$ cat src/rtl/irq_vec_pkg.sv
package irq_vec_pkg;

  localparam int unsigned NUM_SRC  = 5;
  localparam int unsigned SRC_W    = $clog2(NUM_SRC);
  localparam int unsigned VEC_W    = 16;
  localparam int unsigned NUM_MASK = 3;
  localparam int unsigned STAT_W   = 2 * NUM_MASK + 1;

  // line indices; a higher index wins
  localparam int unsigned SRC_NMI = 4;
  localparam int unsigned SRC_EDG = 3;
  localparam int unsigned SRC_LHI = 2;
  localparam int unsigned SRC_LLO = 1;
  localparam int unsigned SRC_GEN = 0;

  typedef enum logic [1:0] {
    TRIG_EDGE_HELD,
    TRIG_EDGE_LATCH,
    TRIG_LEVEL
  } trig_e;

  function automatic trig_e trig_of(input int unsigned idx);
    case (idx)
      SRC_NMI: trig_of = TRIG_EDGE_HELD;
      SRC_EDG: trig_of = TRIG_EDGE_LATCH;
      default: trig_of = TRIG_LEVEL;
    endcase
  endfunction

  function automatic logic [VEC_W-1:0] vec_of(input int unsigned idx);
    case (idx)
      SRC_NMI: vec_of = VEC_W'(16'h0024);
      SRC_EDG: vec_of = VEC_W'(16'h003C);
      SRC_LHI: vec_of = VEC_W'(16'h0034);
      SRC_LLO: vec_of = VEC_W'(16'h002C);
      default: vec_of = '0;
    endcase
  endfunction

endpackage

$ cat src/rtl/irq_line_trig.sv
module irq_line_trig
  import irq_vec_pkg::*;
#(
  parameter trig_e MODE = TRIG_LEVEL
) (
  input  logic clk,
  input  logic rst_n,
  input  logic line,
  input  logic clr,
  output logic pend
);

  logic prev_q;
  logic pend_q;
  logic pend_d;

  always_ff @(posedge clk or negedge rst_n) begin
    if (!rst_n) begin
      prev_q <= 1'b0;
      pend_q <= 1'b0;
    end else begin
      prev_q <= line;
      pend_q <= pend_d;
    end
  end

  generate
    if (MODE == TRIG_EDGE_HELD) begin : g_edge_held
      always_comb begin
        pend_d = pend_q;
        if (!line || clr) begin
          pend_d = 1'b0;
        end else if (!prev_q) begin
          pend_d = 1'b1;
        end
      end

      AST_NMI_DROP: assert property (@(posedge clk) disable iff (!rst_n)
        !line |=> !pend_q);
      AST_NMI_NO_RETRIG: assert property (@(posedge clk) disable iff (!rst_n)
        (!pend_q && prev_q) |=> !pend_q);
    end else if (MODE == TRIG_EDGE_LATCH) begin : g_edge_latch
      always_comb begin
        pend_d = pend_q;
        if (clr) begin
          pend_d = 1'b0;
        end
        if (line && !prev_q) begin
          pend_d = 1'b1;
        end
      end

      AST_EDGE_STICKY: assert property (@(posedge clk) disable iff (!rst_n)
        (pend_q && !clr) |=> pend_q);
      AST_EDGE_CAPTURE: assert property (@(posedge clk) disable iff (!rst_n)
        (line && !prev_q) |=> pend_q);
    end else begin : g_level
      logic unused_lvl;
      assign unused_lvl = clr ^ prev_q;
      always_comb pend_d = line;

      AST_LVL_FOLLOW_HI: assert property (@(posedge clk) disable iff (!rst_n)
        line |=> pend_q);
      AST_LVL_FOLLOW_LO: assert property (@(posedge clk) disable iff (!rst_n)
        !line |=> !pend_q);
    end
  endgenerate

  assign pend = pend_q;

endmodule

$ cat src/rtl/irq_ctrl_regs.sv
module irq_ctrl_regs
  import irq_vec_pkg::*;
(
  input  logic                clk,
  input  logic                rst_n,
  input  logic                en_cmd,
  input  logic                dis_cmd,
  input  logic                mask_wr,
  input  logic [NUM_MASK-1:0] mask_bits,
  input  logic                take_maskable,
  output logic [NUM_MASK-1:0] mask,
  output logic                ie
);

  logic [NUM_MASK-1:0] mask_q;
  logic [NUM_MASK-1:0] mask_d;
  logic                ie_q;
  logic                ie_d;

  always_comb begin
    mask_d = mask_q;
    if (mask_wr) begin
      mask_d = mask_bits;
    end
    ie_d = ie_q;
    if (dis_cmd || take_maskable) begin
      ie_d = 1'b0;
    end else if (en_cmd) begin
      ie_d = 1'b1;
    end
  end

  always_ff @(posedge clk or negedge rst_n) begin
    if (!rst_n) begin
      mask_q <= '1;
      ie_q   <= 1'b0;
    end else begin
      mask_q <= mask_d;
      ie_q   <= ie_d;
    end
  end

  assign mask = mask_q;
  assign ie   = ie_q;

  AST_DIS_WINS: assert property (@(posedge clk) disable iff (!rst_n)
    dis_cmd |=> !ie_q);
  AST_EN_SETS: assert property (@(posedge clk) disable iff (!rst_n)
    (en_cmd && !dis_cmd && !take_maskable) |=> ie_q);
  AST_MASK_LOAD: assert property (@(posedge clk) disable iff (!rst_n)
    mask_wr |=> (mask_q == $past(mask_bits)));
  AST_MASK_KEEP: assert property (@(posedge clk) disable iff (!rst_n)
    !mask_wr |=> $stable(mask_q));

endmodule

$ cat src/rtl/irq_prio_pick.sv
module irq_prio_pick
  import irq_vec_pkg::*;
#(
  parameter int unsigned N     = NUM_SRC,
  parameter int unsigned IDX_W = $clog2(N)
) (
  input  logic                clk,
  input  logic                rst_n,
  input  logic [N-1:0]        pend,
  input  logic [NUM_MASK-1:0] mask,
  input  logic                ie,
  output logic                any,
  output logic [IDX_W-1:0]    idx
);

  logic [N-1:0] elig;
  logic [N-1:0] above;
  logic [N-1:0] grant;

  for (genvar i = 0; i < N; i++) begin : g_elig
    if (i == N - 1) begin : g_top
      assign elig[i]  = pend[i];
      assign above[i] = 1'b0;
    end else begin : g_rest
      if (i == 0) begin : g_gen
        assign elig[i] = pend[i] & ie;
      end else begin : g_msk
        assign elig[i] = pend[i] & ~mask[i-1] & ie;
      end
      assign above[i] = above[i+1] | elig[i+1];
    end
    assign grant[i] = elig[i] & ~above[i];
  end

  always_comb begin
    idx = '0;
    for (int i = 0; i < N; i++) begin
      if (grant[i]) begin
        idx = IDX_W'(i);
      end
    end
  end

  assign any = |elig;

  AST_GRANT_ONEHOT: assert property (@(posedge clk) disable iff (!rst_n)
    $onehot0(grant));
  AST_NMI_UNGATED: assert property (@(posedge clk) disable iff (!rst_n)
    pend[N-1] |-> (any && idx == IDX_W'(N - 1)));

endmodule

$ cat src/rtl/irq_vector_ctrl.sv
module irq_vector_ctrl
  import irq_vec_pkg::*;
#(
  parameter int unsigned SYNC_STAGES = 2
) (
  input  logic                clk,
  input  logic                rst_n,
  input  logic [NUM_SRC-1:0]  req_lines,
  input  logic                insn_done,
  input  logic                core_accept,
  input  logic                en_cmd,
  input  logic                dis_cmd,
  input  logic                mask_wr,
  input  logic [NUM_MASK-1:0] mask_bits,
  input  logic                mask_clr_edge,
  output logic                irq_valid,
  output logic [VEC_W-1:0]    irq_vector,
  output logic                intr_ack_n,
  output logic [STAT_W-1:0]   status
);

  // reset: asserted at once, released after SYNC_STAGES edges
  logic [SYNC_STAGES-1:0] rsync_q;
  logic                   rst_core_n;

  always_ff @(posedge clk or negedge rst_n) begin
    if (!rst_n) begin
      rsync_q <= '0;
    end else begin
      rsync_q <= {rsync_q[SYNC_STAGES-2:0], 1'b1};
    end
  end
  assign rst_core_n = rsync_q[SYNC_STAGES-1];

  logic                valid_q, valid_d;
  logic                ackn_q, ackn_d;
  logic [VEC_W-1:0]    vec_q, vec_d;
  logic [SRC_W-1:0]    src_q, src_d;
  logic                busy;
  logic                take;
  logic [NUM_SRC-1:0]  ack_src;
  logic [NUM_SRC-1:0]  pend;
  logic [NUM_MASK-1:0] mask;
  logic                ie;
  logic                win_any;
  logic [SRC_W-1:0]    win_idx;

  assign busy = valid_q | ~ackn_q;
  assign take = core_accept & busy;

  for (genvar g = 0; g < NUM_SRC; g++) begin : g_line
    logic clr_g;
    assign ack_src[g] = take && (src_q == SRC_W'(g));
    if (g == SRC_EDG) begin : g_edg_clr
      assign clr_g = ack_src[g] | dis_cmd | (mask_wr & mask_clr_edge);
    end else begin : g_ack_clr
      assign clr_g = ack_src[g];
    end
    irq_line_trig #(
      .MODE(trig_of(g))
    ) u_trig (
      .clk  (clk),
      .rst_n(rst_core_n),
      .line (req_lines[g]),
      .clr  (clr_g),
      .pend (pend[g])
    );
  end

  irq_ctrl_regs u_regs (
    .clk          (clk),
    .rst_n        (rst_core_n),
    .en_cmd       (en_cmd),
    .dis_cmd      (dis_cmd),
    .mask_wr      (mask_wr),
    .mask_bits    (mask_bits),
    .take_maskable(take && (src_q != SRC_W'(SRC_NMI))),
    .mask         (mask),
    .ie           (ie)
  );

  irq_prio_pick #(
    .N    (NUM_SRC),
    .IDX_W(SRC_W)
  ) u_pick (
    .clk  (clk),
    .rst_n(rst_core_n),
    .pend (pend),
    .mask (mask),
    .ie   (ie),
    .any  (win_any),
    .idx  (win_idx)
  );

  always_comb begin
    valid_d = valid_q;
    ackn_d  = ackn_q;
    vec_d   = vec_q;
    src_d   = src_q;
    if (take) begin
      valid_d = 1'b0;
      ackn_d  = 1'b1;
      vec_d   = '0;
    end else if (!busy && insn_done && win_any) begin
      src_d = win_idx;
      vec_d = vec_of(int'(win_idx));
      if (win_idx == SRC_W'(SRC_GEN)) begin
        ackn_d = 1'b0;
      end else begin
        valid_d = 1'b1;
      end
    end
  end

  always_ff @(posedge clk or negedge rst_core_n) begin
    if (!rst_core_n) begin
      valid_q <= 1'b0;
      ackn_q  <= 1'b1;
      vec_q   <= '0;
      src_q   <= '0;
    end else begin
      valid_q <= valid_d;
      ackn_q  <= ackn_d;
      vec_q   <= vec_d;
      src_q   <= src_d;
    end
  end

  assign irq_valid  = valid_q;
  assign intr_ack_n = ackn_q;
  assign irq_vector = vec_q;
  assign status     = {pend[SRC_EDG], pend[SRC_LHI], pend[SRC_LLO], ie, mask};

  AST_OUT_EXCL: assert property (@(posedge clk) disable iff (!rst_core_n)
    !(valid_q && !ackn_q));
  AST_HOLD_OUT: assert property (@(posedge clk) disable iff (!rst_core_n)
    (busy && !core_accept) |=> ($stable(valid_q) && $stable(ackn_q) && $stable(vec_q)));
  AST_RELEASE: assert property (@(posedge clk) disable iff (!rst_core_n)
    take |=> (!valid_q && ackn_q && vec_q == '0));
  AST_ONLY_AT_BOUNDARY: assert property (@(posedge clk) disable iff (!rst_core_n)
    (!busy && !insn_done) |=> (!valid_q && ackn_q));
  AST_VEC_LEGAL: assert property (@(posedge clk) disable iff (!rst_core_n)
    valid_q |-> (vec_q inside {16'h0024, 16'h003C, 16'h0034, 16'h002C}));
  AST_IE_AUTO_CLR: assert property (@(posedge clk) disable iff (!rst_core_n)
    (take && src_q != SRC_W'(SRC_NMI)) |=> !ie);

endmodule

$ cat config.mk
export PLATFORM = sky130hd
export DESIGN_NAME = irq_vector_ctrl
export DESIGN_NICKNAME = d
export VERILOG_FILES = /design/src/rtl/irq_vec_pkg.sv /design/src/rtl/irq_line_trig.sv /design/src/rtl/irq_ctrl_regs.sv /design/src/rtl/irq_prio_pick.sv /design/src/rtl/irq_vector_ctrl.sv
export SDC_FILE = /design/constraint.sdc
export NUM_CORES = 1
export LEC_CHECK = 0
export BUFFER_PORTS_ARGS = -buffer_cell sky130_fd_sc_hd__buf_4
export CORE_MARGIN = 4
export CORE_UTILIZATION = 25
export DETAILED_ROUTE_END_ITERATION = 8
export SYNTH_ARGS = -nofsm -noshare
export SYNTH_HDL_FRONTEND = slang
export SYNTH_HIERARCHICAL = 1
export SYNTH_SLANG_ARGS = --single-unit
$ cat constraint.sdc
create_clock -name clk -period 0.9 [get_ports clk]
set_input_delay 0.045 -clock clk [delete_from_list [all_inputs] [get_ports clk]]
set_output_delay 0.045 -clock clk [all_outputs]
set_load 0.03 [all_outputs]
; ---- Yosys cells after proc, flatten, opt, wreduce, memory -nomap -nowiden
; Index checks and enable logic that the tools add are counted.
[totals]
ff_bits = 34
wordCells = 87
input_bits = 16
[op_classes]
n_mux = 19
eq_ne = 9
n_reduce_logical = 20
n_bitwise = 25
[op_table]
columns = op, count
row1 = 16-bit two-way mux, 2
row2 = 6-bit case mux with 4 select lines, 1
row3 = 1-bit two-way mux, 13
row4 = 1-bit AND, 12
row5 = "3-bit by 2-bit equality test with 1-bit output, second input constant", 3
row6 = 3-bit two-way mux, 3
row7 = 1-bit NOT, 8
row8 = 2-bit nonzero test, 4
row9 = "3-bit equality test, second input constant", 2
row10 = 1-bit logical AND, 6
row11 = 2-bit AND reduction, 3
row12 = 1-bit bitwise OR, 5
row13 = 5-bit OR reduction, 1
row14 = "2-bit inequality test, second input constant", 2
row15 = "3-bit by 1-bit equality test with 1-bit output, second input constant", 1
row16 = 1-bit zero test, 3
row17 = 3-bit zero test, 1
row18 = "3-bit inequality test, second input constant", 1
row19 = 1-bit logical OR, 2

; ---- Logic depth before layout (Yosys ltp)
; Gate-level depths: netlist of the first run.
[logic_depth]
ltp_word = 15
ltp_mapped = 7
ltp_nobuf = 6

; ---- By module
; Netlist of the first run, hierarchy kept.
[modules_own_cells]
columns = mod, instances, cells_per_inst, area_per_inst_um2
row1 = irq_vector_ctrl, 1, 64, 604.3
row2 = irq_ctrl_regs, 1, 9, 146.4
row3 = irq_prio_pick, 1, 12, 98.8
row4 = irq_line_trig at g_line[4].u_trig, 1, 4, 76.3
row5 = irq_line_trig at g_line[0].u_trig ..., 3, 1, 25.0
row6 = irq_line_trig at g_line[3].u_trig, 1, 5, 70.1

; ---- Worst setup path before layout of the first run
; Ideal clock, no wire load.
[synth_timing]
kind = register to register
from = register u_regs.mask_q[1], in the netlist u_regs/mask[1]
to = register vec_q[2], in the netlist irq_vector[2]
period_less_slack_ns = 1.714
stages_incl_launch_ff = 6
required_ns = 0.778
path_slack_ns = -0.814
setup_time_ns = 0.122
n_path_buf = 0
arrival_ns = 1.593
path_cell_list = dfstp_2 nand2b_4 nor2b_4 nor2_1 or3_4 a32o_1
[synth_via]
elab_cells_between_ends = 21
[synth_rtl]
columns = item, line
row1 = "start, declared", irq_ctrl_regs.sv:15  ; logic [NUM_MASK-1:0] mask_q;
row2 = "start signal, assigned", irq_ctrl_regs.sv:38  ; mask_q <= mask_d;
row3 = 1-bit NOT (*), irq_prio_pick.sv:28  ; assign elig[i] = pend[i] & ~mask[i-1] & ie;
row4 = 1-bit AND (*) (2 in series), irq_prio_pick.sv:28
row5 = 1-bit AND (*), irq_prio_pick.sv:32  ; assign grant[i] = elig[i] & ~above[i];
row6 = 3-bit two-way mux (*) (3 in series), irq_prio_pick.sv:38  ; if (grant[i]) begin
row7 = net win_idx[1], irq_vector_ctrl.sv:46  ; logic [SRC_W-1:0] win_idx;
row8 = "3-bit by 1-bit equality test with 1-bit output, or another cell as far along", irq_vec_pkg.sv:31  ; case (idx)
row9 = 6-bit case mux with 4 select lines (*), irq_vec_pkg.sv:31
row10 = 16-bit two-way mux (*), irq_vector_ctrl.sv:104  ; end else if (!busy && insn_done && win_any) begin
row11 = 16-bit two-way mux (*), irq_vector_ctrl.sv:100  ; if (take) begin
row12 = "end signal, assigned", irq_vector_ctrl.sv:124  ; vec_q <= vec_d;
row13 = "end, declared", irq_vector_ctrl.sv:37  ; logic [VEC_W-1:0] vec_q, vec_d;
; Mark *: on every way through the listed nets, which the timed path passes. The rest lies on a longest branch. The select of a mux whose other input is x is not followed.
; A chain may end at the register's enable or synchronous reset.

; ---- Worst setup path after layout of the first run
[layout_timing]
from = register u_regs.mask_q[1], in the netlist u_regs/mask[1]
to = register vec_q[2], in the netlist irq_vector[2]
[layout_via]
elab_cells_between_ends = 21
[layout_rtl]
columns = item, line
row1 = 1-bit NOT, irq_prio_pick.sv:28
row2 = 1-bit AND (2 in series), irq_prio_pick.sv:28
row3 = 5-bit OR reduction, irq_prio_pick.sv:44  ; assign any = |elig;
row4 = net win_any, irq_vector_ctrl.sv:45  ; logic win_any;
row5 = 1-bit logical AND, irq_vector_ctrl.sv:104
row6 = 2-bit nonzero test (no source line), -
; The timed path passes the listed nets, and every way through them passes these cells. The select of a mux whose other input is x is not followed.

==> impl_metrics.yaml, run 1 <==
run_status:
  status: "finished with violations"
  violations: "negative setup slack"
critical_path:
  critPathMaxFanout: 7
  cp-end-kind: "flip-flop"
  crit_slowest_cell: "dfstp_2"
  path_cells: "nand2b_4 -> nor2b_4 -> a21oi_2 -> and4b_2 -> a32o_1"
  critPathRequiredTime_ns: 1.05
  crit_arrival_ns: 1.67
  cpPeakStageDelay_ns: 0.53
  crit_type: "flip-flop to flip-flop"
  crit_path_start_kind: "flip-flop"
grt:
  antenna_found_initial: 0
  met2_usage: 0.164
  top_usage_layer: "met2"
  grt_overflow: 0
  first_global_vias: 808
  grt_use_met1: 0.0939
  grt_max_degree: 20
  use_met3: 0.0344
  grt_pass1_wl_um: 3600
  grtUsageTotal: 0.0884
timing:
  period_needed_ns: 1.52
  finalCritPeriodShare: 1.69
  setup_tns_ns: -6.72
  grt_setup_unrepaired: "true"
  fin_hold_ws_ns: 0.0230
  setup_viol: 20
  finalHoldViolations: 0
  drv_slew: 0
  final.setup.worst_slack_ns: -0.621
  finClkSkew_ns: 0.00269
  fmax_ghz: 0.657
route:
  wl_um: 2250
  wl_per_cell_um: 11.3
  drt-initial-drc-count: 18
  first_pass_iters: 4
  drcViolationCount: 0
  vias: 810
  routed_via_density: 4.07
  antenna_left: 0
clock_network:
  clkSlewWorstSetupHoldPaths_ns: 0.08
  cts_sinks: 21
  cts_buffer_depth: 2
  clock_latency_ns: 0.26
  cts_made_buffers: 3
  htree_levels: 1
  clockRootBuffer: "clkbuf_8"
  cts_tree: "built"
place:
  preCtsSetupSlack_ns: -0.636
  placed_cells: 177
  place.gp.congestion: 0.800
  dp_hpwl_um: 1760
  port_buffers: 28
floorplanning:
  coreArea_sq_um: 4030
  die_h_um: 72.7
  row_count: 23
  die_w_um: 72.7
  initial_utilization: 0.260
  pin_count: 41
  dieArea_sq_um: 5290
layout:
  fin_cells: 199
  num_antenna_cells: 0
  syn2layout_area_growth_pct: 58.8
  fill_cells: 391
  drive_gt1_frac: 0.557
  nNetsFinal: 166
yosys:
  netlist_area_sq_um: 1050
  syn_area_per_cell_sq_um: 11.1
  syn_inst: 94
  yosysWarnings: 6
power:
  p_leak_uw: 0.000787
  ir_worst_vdd_uv: 713
  power.density_nw_per_um2: 2060
  total_power_uw: 3420
flow_run:
  max-cap-violations: 0
worst_hold_path:
  hold_path.class: "input pin to flip-flop"
[where the power goes]
group | internal (uW) | switching, uW
clock network | 312 | 309
logic | 761 | 794
registers | 1120 | 128
total | 2190 | 1230
[flip-flops by register name (all words and copies together), names as in the netlist]
name	flops
g_line.u_trig/pend	5
irq_vector	3
src_q	3
u_regs/mask	3
g_line.u_trig/prev_q	2
rsync_q	2
intr_ack_n	1
irq_valid	1
u_regs/ie	1
[through the flow]
stage | utilization | cell area [sq um]
after floorplan | - | 1120
after global placement | 0.333 | 1340
after detailed placement | 0.333 | 1340
after CTS | 0.387 | 1560
after global routing | 0.413 | 1660
final | 0.413 | 1660
[layout make-up]
type | count | area [sq um] | share of cell area
repair buffers | 59 | 542 | 0.326
flip-flops and latches | 21 | 532 | 0.320
multi-input cells | 61 | 463 | 0.278
well taps | 50 | 62.6 | 0.0376
clock buffers | 3 | 41.3 | 0.0248
inverters | 4 | 15.0 | 0.00903
clock inverters | 1 | 7.51 | 0.00451
[final timing paths]
kind / startpoint / end / slack [ns] / cells after the start
worst max-delay path: u_regs/mask[1] / irq_vector[2] / -0.62 / 5
worst min-delay path: mask_bits[0] / u_regs/mask[0] / 0.02 / 2
worst max register to register: u_regs/mask[1] / irq_vector[2] / -0.62 / 5
worst min register to register: rsync_q[1] / g_line[4].u_trig/prev_q / 0.19 / 1
max in group asynchronous: rsync_q[1] / intr_ack_n / 0.44 / 1
min in group asynchronous: rst_n / rsync_q[1] / 0.10 / 2
[critical path: cells and delay by family, from the launching register on]
kind / cells / cell delay (ns)
AO/OA/AOI/OAI: 2 / 0.32
flip-flops: 1 / 0.53
AND/OR/NAND/NOR: 3 / 0.56
[cell usage in the layout, fill, tap and decap left out, drive strengths merged, types with 4 or more instances in the layout]
cell and count:
nor2b 4, dfstp 4, o21ai 4, dlygate4sd3 8, nor2 6, inv 4
conb 13, buf 51, nand2 12, a21oi 5, dfrtp 17
[layer usage]
layer	up-vias	wire length [um]
met5	-	0
met4	0	17
met3	2	165
met2	26	1210
met1	396	853
li1	386	-
[what timing repair did]
action                     CTS  global route
hold endpoints to repair     9             0
setup endpoints to repair   19            24
gates resized for setup     17            12
hold buffers                 8             0
setup buffers                3             7
pin swaps                    9             8
Power figures use the tool's default switching activity.
==> run 2: changes to the inputs <==
--- a/config.mk
+++ b/config.mk
@@ -7,8 +7,10 @@
 export LEC_CHECK = 0
 export BUFFER_PORTS_ARGS = -buffer_cell sky130_fd_sc_hd__buf_4
 export CORE_MARGIN = 4
-export CORE_UTILIZATION = 25
+export CORE_UTILIZATION = 51
 export DETAILED_ROUTE_END_ITERATION = 8
+export PLACE_DENSITY = 0.83
+export SETUP_SLACK_MARGIN = 0.15
 export SYNTH_ARGS = -nofsm -noshare
 export SYNTH_HDL_FRONTEND = slang
 export SYNTH_HIERARCHICAL = 1
==> constraint.sdc (replaced) <==
create_clock -name clk -period 2 [get_ports clk]
set_input_delay 0.1 -clock clk [delete_from_list [all_inputs] [get_ports clk]]
set_output_delay 0.1 -clock clk [all_outputs]
set_load 0.03 [all_outputs]
==> impl_metrics.yaml, run 2 (synthesis gave the netlist of run 1 again) <==
run_status:
  status: "finished, final reports clean"
layout:
  layout_commonest_cell: "buf_4"
  syn2layout_area_growth_pct: 22.5
  drive_gt1_frac: 0.400
  largest_reg_flops: 5
  final_cell_mix: "28 x buf_4, 17 x dfrtp_1, 13 x conb_1, 11 x nand2_1, 7 x dlygate4sd3_1"
  num_antenna_cells: 0
  fill_cells: 161
  nNetsFinal: 142
critical_path:
  cpPeakStageDelay_ns: 0.56
  crit_type: "flip-flop to flip-flop"
  crit_buf_inv: 0
  crit_slowest_cell: "dfstp_2"
  crit_arrival_ns: 1.87
  r2r_cells: 5
  cp.depth: 5
  cp-startpoint: "u_regs/mask[1]"
  path_cells: "nand2b_4 -> nor2b_4 -> nor2_1 -> or3_4 -> a32o_1"
  critPathTopFamily: "simple AND/OR/NAND/NOR gates"
  crit_path_start_kind: "flip-flop"
  critPathRequiredTime_ns: 2.20
  critPathMaxFanout: 4
  cp-end-kind: "flip-flop"
  timing.rr.start: "u_regs/mask[1]"
power:
  ir_worst_vdd_uv: 466
  power.density_nw_per_um2: 944
  share_comb_of_total_power: 0.360
  p_leak_uw: 0.000627
  clkPwrFrac: 0.167
  total_power_uw: 1210
  p_int_uw: 755
  p_sw_frac: 0.376
  p_seq_frac: 0.473
  switchingPower_uw: 456
floorplanning:
  die_h_um: 53.3
  pin_count: 41
  row_count: 16
  die_w_um: 53.3
  initial_utilization: 0.534
  coreArea_sq_um: 1960
  dieArea_sq_um: 2840
place:
  dp_hpwl_um: 1480
  port_buffers: 28
  place.gp.congestion: 0.727
flow_run:
  max-cap-violations: 0
timing:
  setup_tns_ns: 0
  setup_viol: 0
  worstMarginPinSlew_ns: 0.720
  drv_slew: 0
  slew_headroom: 0.520
  finalCritPeriodShare: 0.831
  fmax_ghz: 0.602
  finalHoldViolations: 0
  finClkSkew_ns: 0.00165
  period_needed_ns: 1.66
  grt_setup_unrepaired: "false"
route:
  vias: 727
  drt-initial-drc-count: 14
  drcViolationCount: 0
  wl_per_cell_um: 12.4
  antenna_left: 0
  wl_um: 1880
  routed_via_density: 4.78
  first_pass_iters: 4
grt:
  grtUsageTotal: 0.155
  grt_max_degree: 20
  grt_pass1_wl_um: 3050
  grt_overflow: 0
  first_global_vias: 682
  antenna_found_initial: 0
clock_network:
  cts_made_buffers: 3
  cts_tree: "built"
  clock_latency_ns: 0.30
  cts_buffer_depth: 2
  clockRootBuffer: "clkbuf_4"
  clkSlewWorstSetupHoldPaths_ns: 0.11
  htree_levels: 1
  cts_sinks: 21
worst_hold_path:
  hold_path.class: "input pin to flip-flop"
  min_from: "core_accept"
  min_delay_path_depth: 2
## run 2: cell types whose count changed in the layout (fill, tap and decap cells not counted), sizes merged
cell         previous run  this run
buf                    51        28
clkbuf                  3         4
clkinvlp                1         0
dlygate4sd3             8         7
## run 2: worst register-to-register path, delay by kind of cell (launching register included)
family	cells	cell delay [ns]
and+or+nand+nor	4	0.75
AOI/OAI and AO/OA	1	0.25
DFF	1	0.56
## run 2: worst paths after layout
kind / slack [ns] / to
setup / recovery: 0.34 / irq_vector[2]
hold / removal: 0.02 / irq_valid
setup reg to reg: 0.34 / irq_vector[2]
hold reg to reg: 0.30 / g_line[0].u_trig/pend
max in group asynchronous: 1.25 / irq_valid
min in group asynchronous: 0.10 / rsync_q[0]
## run 2: layout make-up
cell class | instances | area (sq um) | share of cell area
inverters | 4 | 15.0 | 0.0117
repair buffers | 35 | 280 | 0.219
clock buffers | 4 | 26.3 | 0.0205
well taps | 27 | 33.8 | 0.0263
flip-flops and latches | 21 | 531 | 0.414
multi-input cells | 61 | 397 | 0.309
## run 2: power groups by stage
stage,sequential (uW),clock [uW],combinational (uW)
after floorplan,630,0,285
after global placement,576,0,418
after detailed placement,582,0,427
after CTS,574,211,439
after global routing,588,230,468
final,573,202,436
## run 2: timing repair
action	4_1_cts	5_1_grt
hold buffers	7	0
resized for setup	0	0
hold endpoints to repair	8	0
buffers inserted	0	0
## run 2: per-stage QoR
step                      area, sq um  setup WS (ns)   util  hold WS, ns  instances
after global placement           1190          0.403  0.605       -0.117        141
after CTS                        1280          0.338  0.654     0.000548        152
after global routing             1280          0.275  0.654       0.0143        152
final                            1280          0.339  0.654       0.0165        152
after detailed placement         1190          0.355  0.605       -0.116        141
after floorplan                  1090          0.286      -       -0.196        105
## run 2: per-layer routing
metal  GRT usage  wire, um
met3      0.0282       126
met5           0         0
met1       0.171       697
met2       0.271      1020
met4      0.0894        36
==> run 3: changes to the inputs <==
--- a/config.mk
+++ b/config.mk
@@ -7,9 +7,9 @@
 export LEC_CHECK = 0
 export BUFFER_PORTS_ARGS = -buffer_cell sky130_fd_sc_hd__buf_4
 export CORE_MARGIN = 4
-export CORE_UTILIZATION = 51
+export CORE_UTILIZATION = 43
 export DETAILED_ROUTE_END_ITERATION = 8
-export PLACE_DENSITY = 0.83
+export PLACE_DENSITY = 0.74
 export SETUP_SLACK_MARGIN = 0.15
 export SYNTH_ARGS = -nofsm -noshare
 export SYNTH_HDL_FRONTEND = slang
==> constraint.sdc (replaced) <==
create_clock -name clk -period 1.5 [get_ports clk]
set_input_delay 0.075 -clock clk [delete_from_list [all_inputs] [get_ports clk]]
set_output_delay 0.075 -clock clk [all_outputs]
set_load 0.03 [all_outputs]
==> impl_metrics.yaml, run 3 (synthesis gave the netlist of run 1 again) <==
run_status:
  status: "finished with violations"
  violations: "negative setup slack"
grt:
  grt_overflow: 0
  grt_max_degree: 19
  grt_pass1_wl_um: 3370
  antenna_found_initial: 0
  grtUsageTotal: 0.135
  first_global_vias: 731
route:
  drcViolationCount: 0
  wl_um: 2130
  wl_per_cell_um: 12.8
  vias: 760
  antenna_left: 0
  first_pass_iters: 4
  routed_via_density: 4.55
  drt-initial-drc-count: 21
layout:
  final_cell_mix: "38 x buf_4, 17 x dfrtp_1, 13 x conb_1, 11 x nand2_1, 11 x dlygate4sd3_1"
  design_area_sq_um: 1420
  drive_gt1_frac: 0.475
  num_antenna_cells: 0
  largest_reg_flops: 5
  fin_cells: 167
  layout_commonest_cell: "buf_4"
  syn2layout_area_growth_pct: 35.7
  nNetsFinal: 156
  utilization: 0.630
critical_path:
  crit_path_start_kind: "flip-flop"
  critPathMaxFanout: 7
  timing.rr.start: "u_regs/mask[1]"
  r2r-end: "irq_vector[4]"
  cp-end-kind: "flip-flop"
  reg2reg_slack_ns: -0.02
  crit_type: "flip-flop to flip-flop"
  r2r_cells: 6
  crit_path_end: "irq_vector[4]"
  critPathRequiredTime_ns: 1.74
  crit_arrival_ns: 1.76
  cp-startpoint: "u_regs/mask[1]"
clock_network:
  clockRootBuffer: "clkbuf_4"
  cts_buffer_depth: 2
  clock_latency_ns: 0.30
  cts_tree: "built"
  htree_levels: 1
  cts_sinks: 21
  cts_made_buffers: 3
  clkSlewWorstSetupHoldPaths_ns: 0.12
power:
  p_leak_uw: 0.000701
  power.density_nw_per_um2: 1190
  ir_worst_vdd_uv: 725
timing:
  period_needed_ns: 1.52
  setup_viol: 3
  finalHoldViolations: 0
  fmax_ghz: 0.658
  final.setup.worst_slack_ns: -0.0209
  finalCritPeriodShare: 1.01
  drv_slew: 0
  finClkSkew_ns: 0.00759
  grt_setup_unrepaired: "true"
place:
  dp_hpwl_um: 1520
  placed_cells: 150
  port_buffers: 28
  place_area_sq_um: 1250
  place.gp.congestion: 0.779
  preCtsSetupSlack_ns: -0.0470
floorplanning:
  pin_count: 41
  initial_utilization: 0.464
  dieArea_sq_um: 3290
  die_h_um: 57.4
  coreArea_sq_um: 2250
  die_w_um: 57.4
  row_count: 17
worst_hold_path:
  hold_path.class: "flip-flop to async pin"
flow_run:
  max-cap-violations: 0
==> run 3: cell count changes in the layout (fill, tap and decap cells not counted), sizes merged <==
cell,change
buf,+10
dlygate4sd3,+4
clkbuf,-1
clkinv,+1
==> run 3: final cells by class <==
type	count	area [sq um]
Fill cell	175	833
Sequential cell	21	531
Multi-Input combinational cell	61	418
Timing Repair Buffer	49	395
Tap cell	28	35.0
Clock buffer	3	22.5
Inverter	4	15.0
Clock inverter	1	5.00
==> run 3: worst max-delay path: stages, from the launching register on <==
cell and delay (ns):
dfstp_2 0.54, nand2b_4 0.11, nor2b_4 0.15, a21oi_2 0.07, and4b_2 0.29, a21oi_4 0.15
a32o_1 0.15
==> run 3: metrics by stage <==
stage / hold slack [ns] / power (uW) / TNS, ns
3_3_place_gp: -0.142 / 1360 / -0.00929
5_1_grt: 0.0305 / 1790 / -0.293
4_1_cts: 0.00181 / 1690 / -0.121
3_5_place_dp: -0.141 / 1380 / -0.123
6_report: 0.0200 / 1700 / -0.0452
2_1_floorplan: -0.221 / 1220 / -0.462
==> run 3: what timing repair did <==
item | 4_1_cts | 5_1_grt
setup endpoints to repair | 7 | 9
endpoints found under the hold margin | 10 | 2
setup buffers | 2 | 0
pin swaps | 6 | 5
gates resized for setup | 3 | 3
hold buffers | 9 | 2
==> run 3: power breakdown <==
part / switching (uW) / total (uW) / internal, uW
Combinational: 379 / 665 / 286
Sequential: 88.7 / 757 / 669
Clock: 175 / 274 / 99.3
==> run 3: worst min-delay path by stage <==
stage	slack, ns	startpoint	end	depth (start not counted)
global placement	-0.14	rst_n	rsync_q[1]	1
global route	0.03	en_cmd	u_regs/ie	3
finish	0.02	rsync_q[1]	g_line[0].u_trig/pend	0
floorplan	-0.22	rst_n	rsync_q[0]	0
detailed placement	-0.14	rst_n	rsync_q[1]	1
CTS	0.002	mask_bits[0]	u_regs/mask[0]	2
==> run 3: metal layers <==
layer / routed length [um] / part of all wire / global-route usage
met5: 0 / 0 / 0
met4: 27 / 0.013 / 0.0596
met3: 133 / 0.062 / 0.0294
met2: 1080 / 0.50 / 0.226
met1: 897 / 0.42 / 0.166
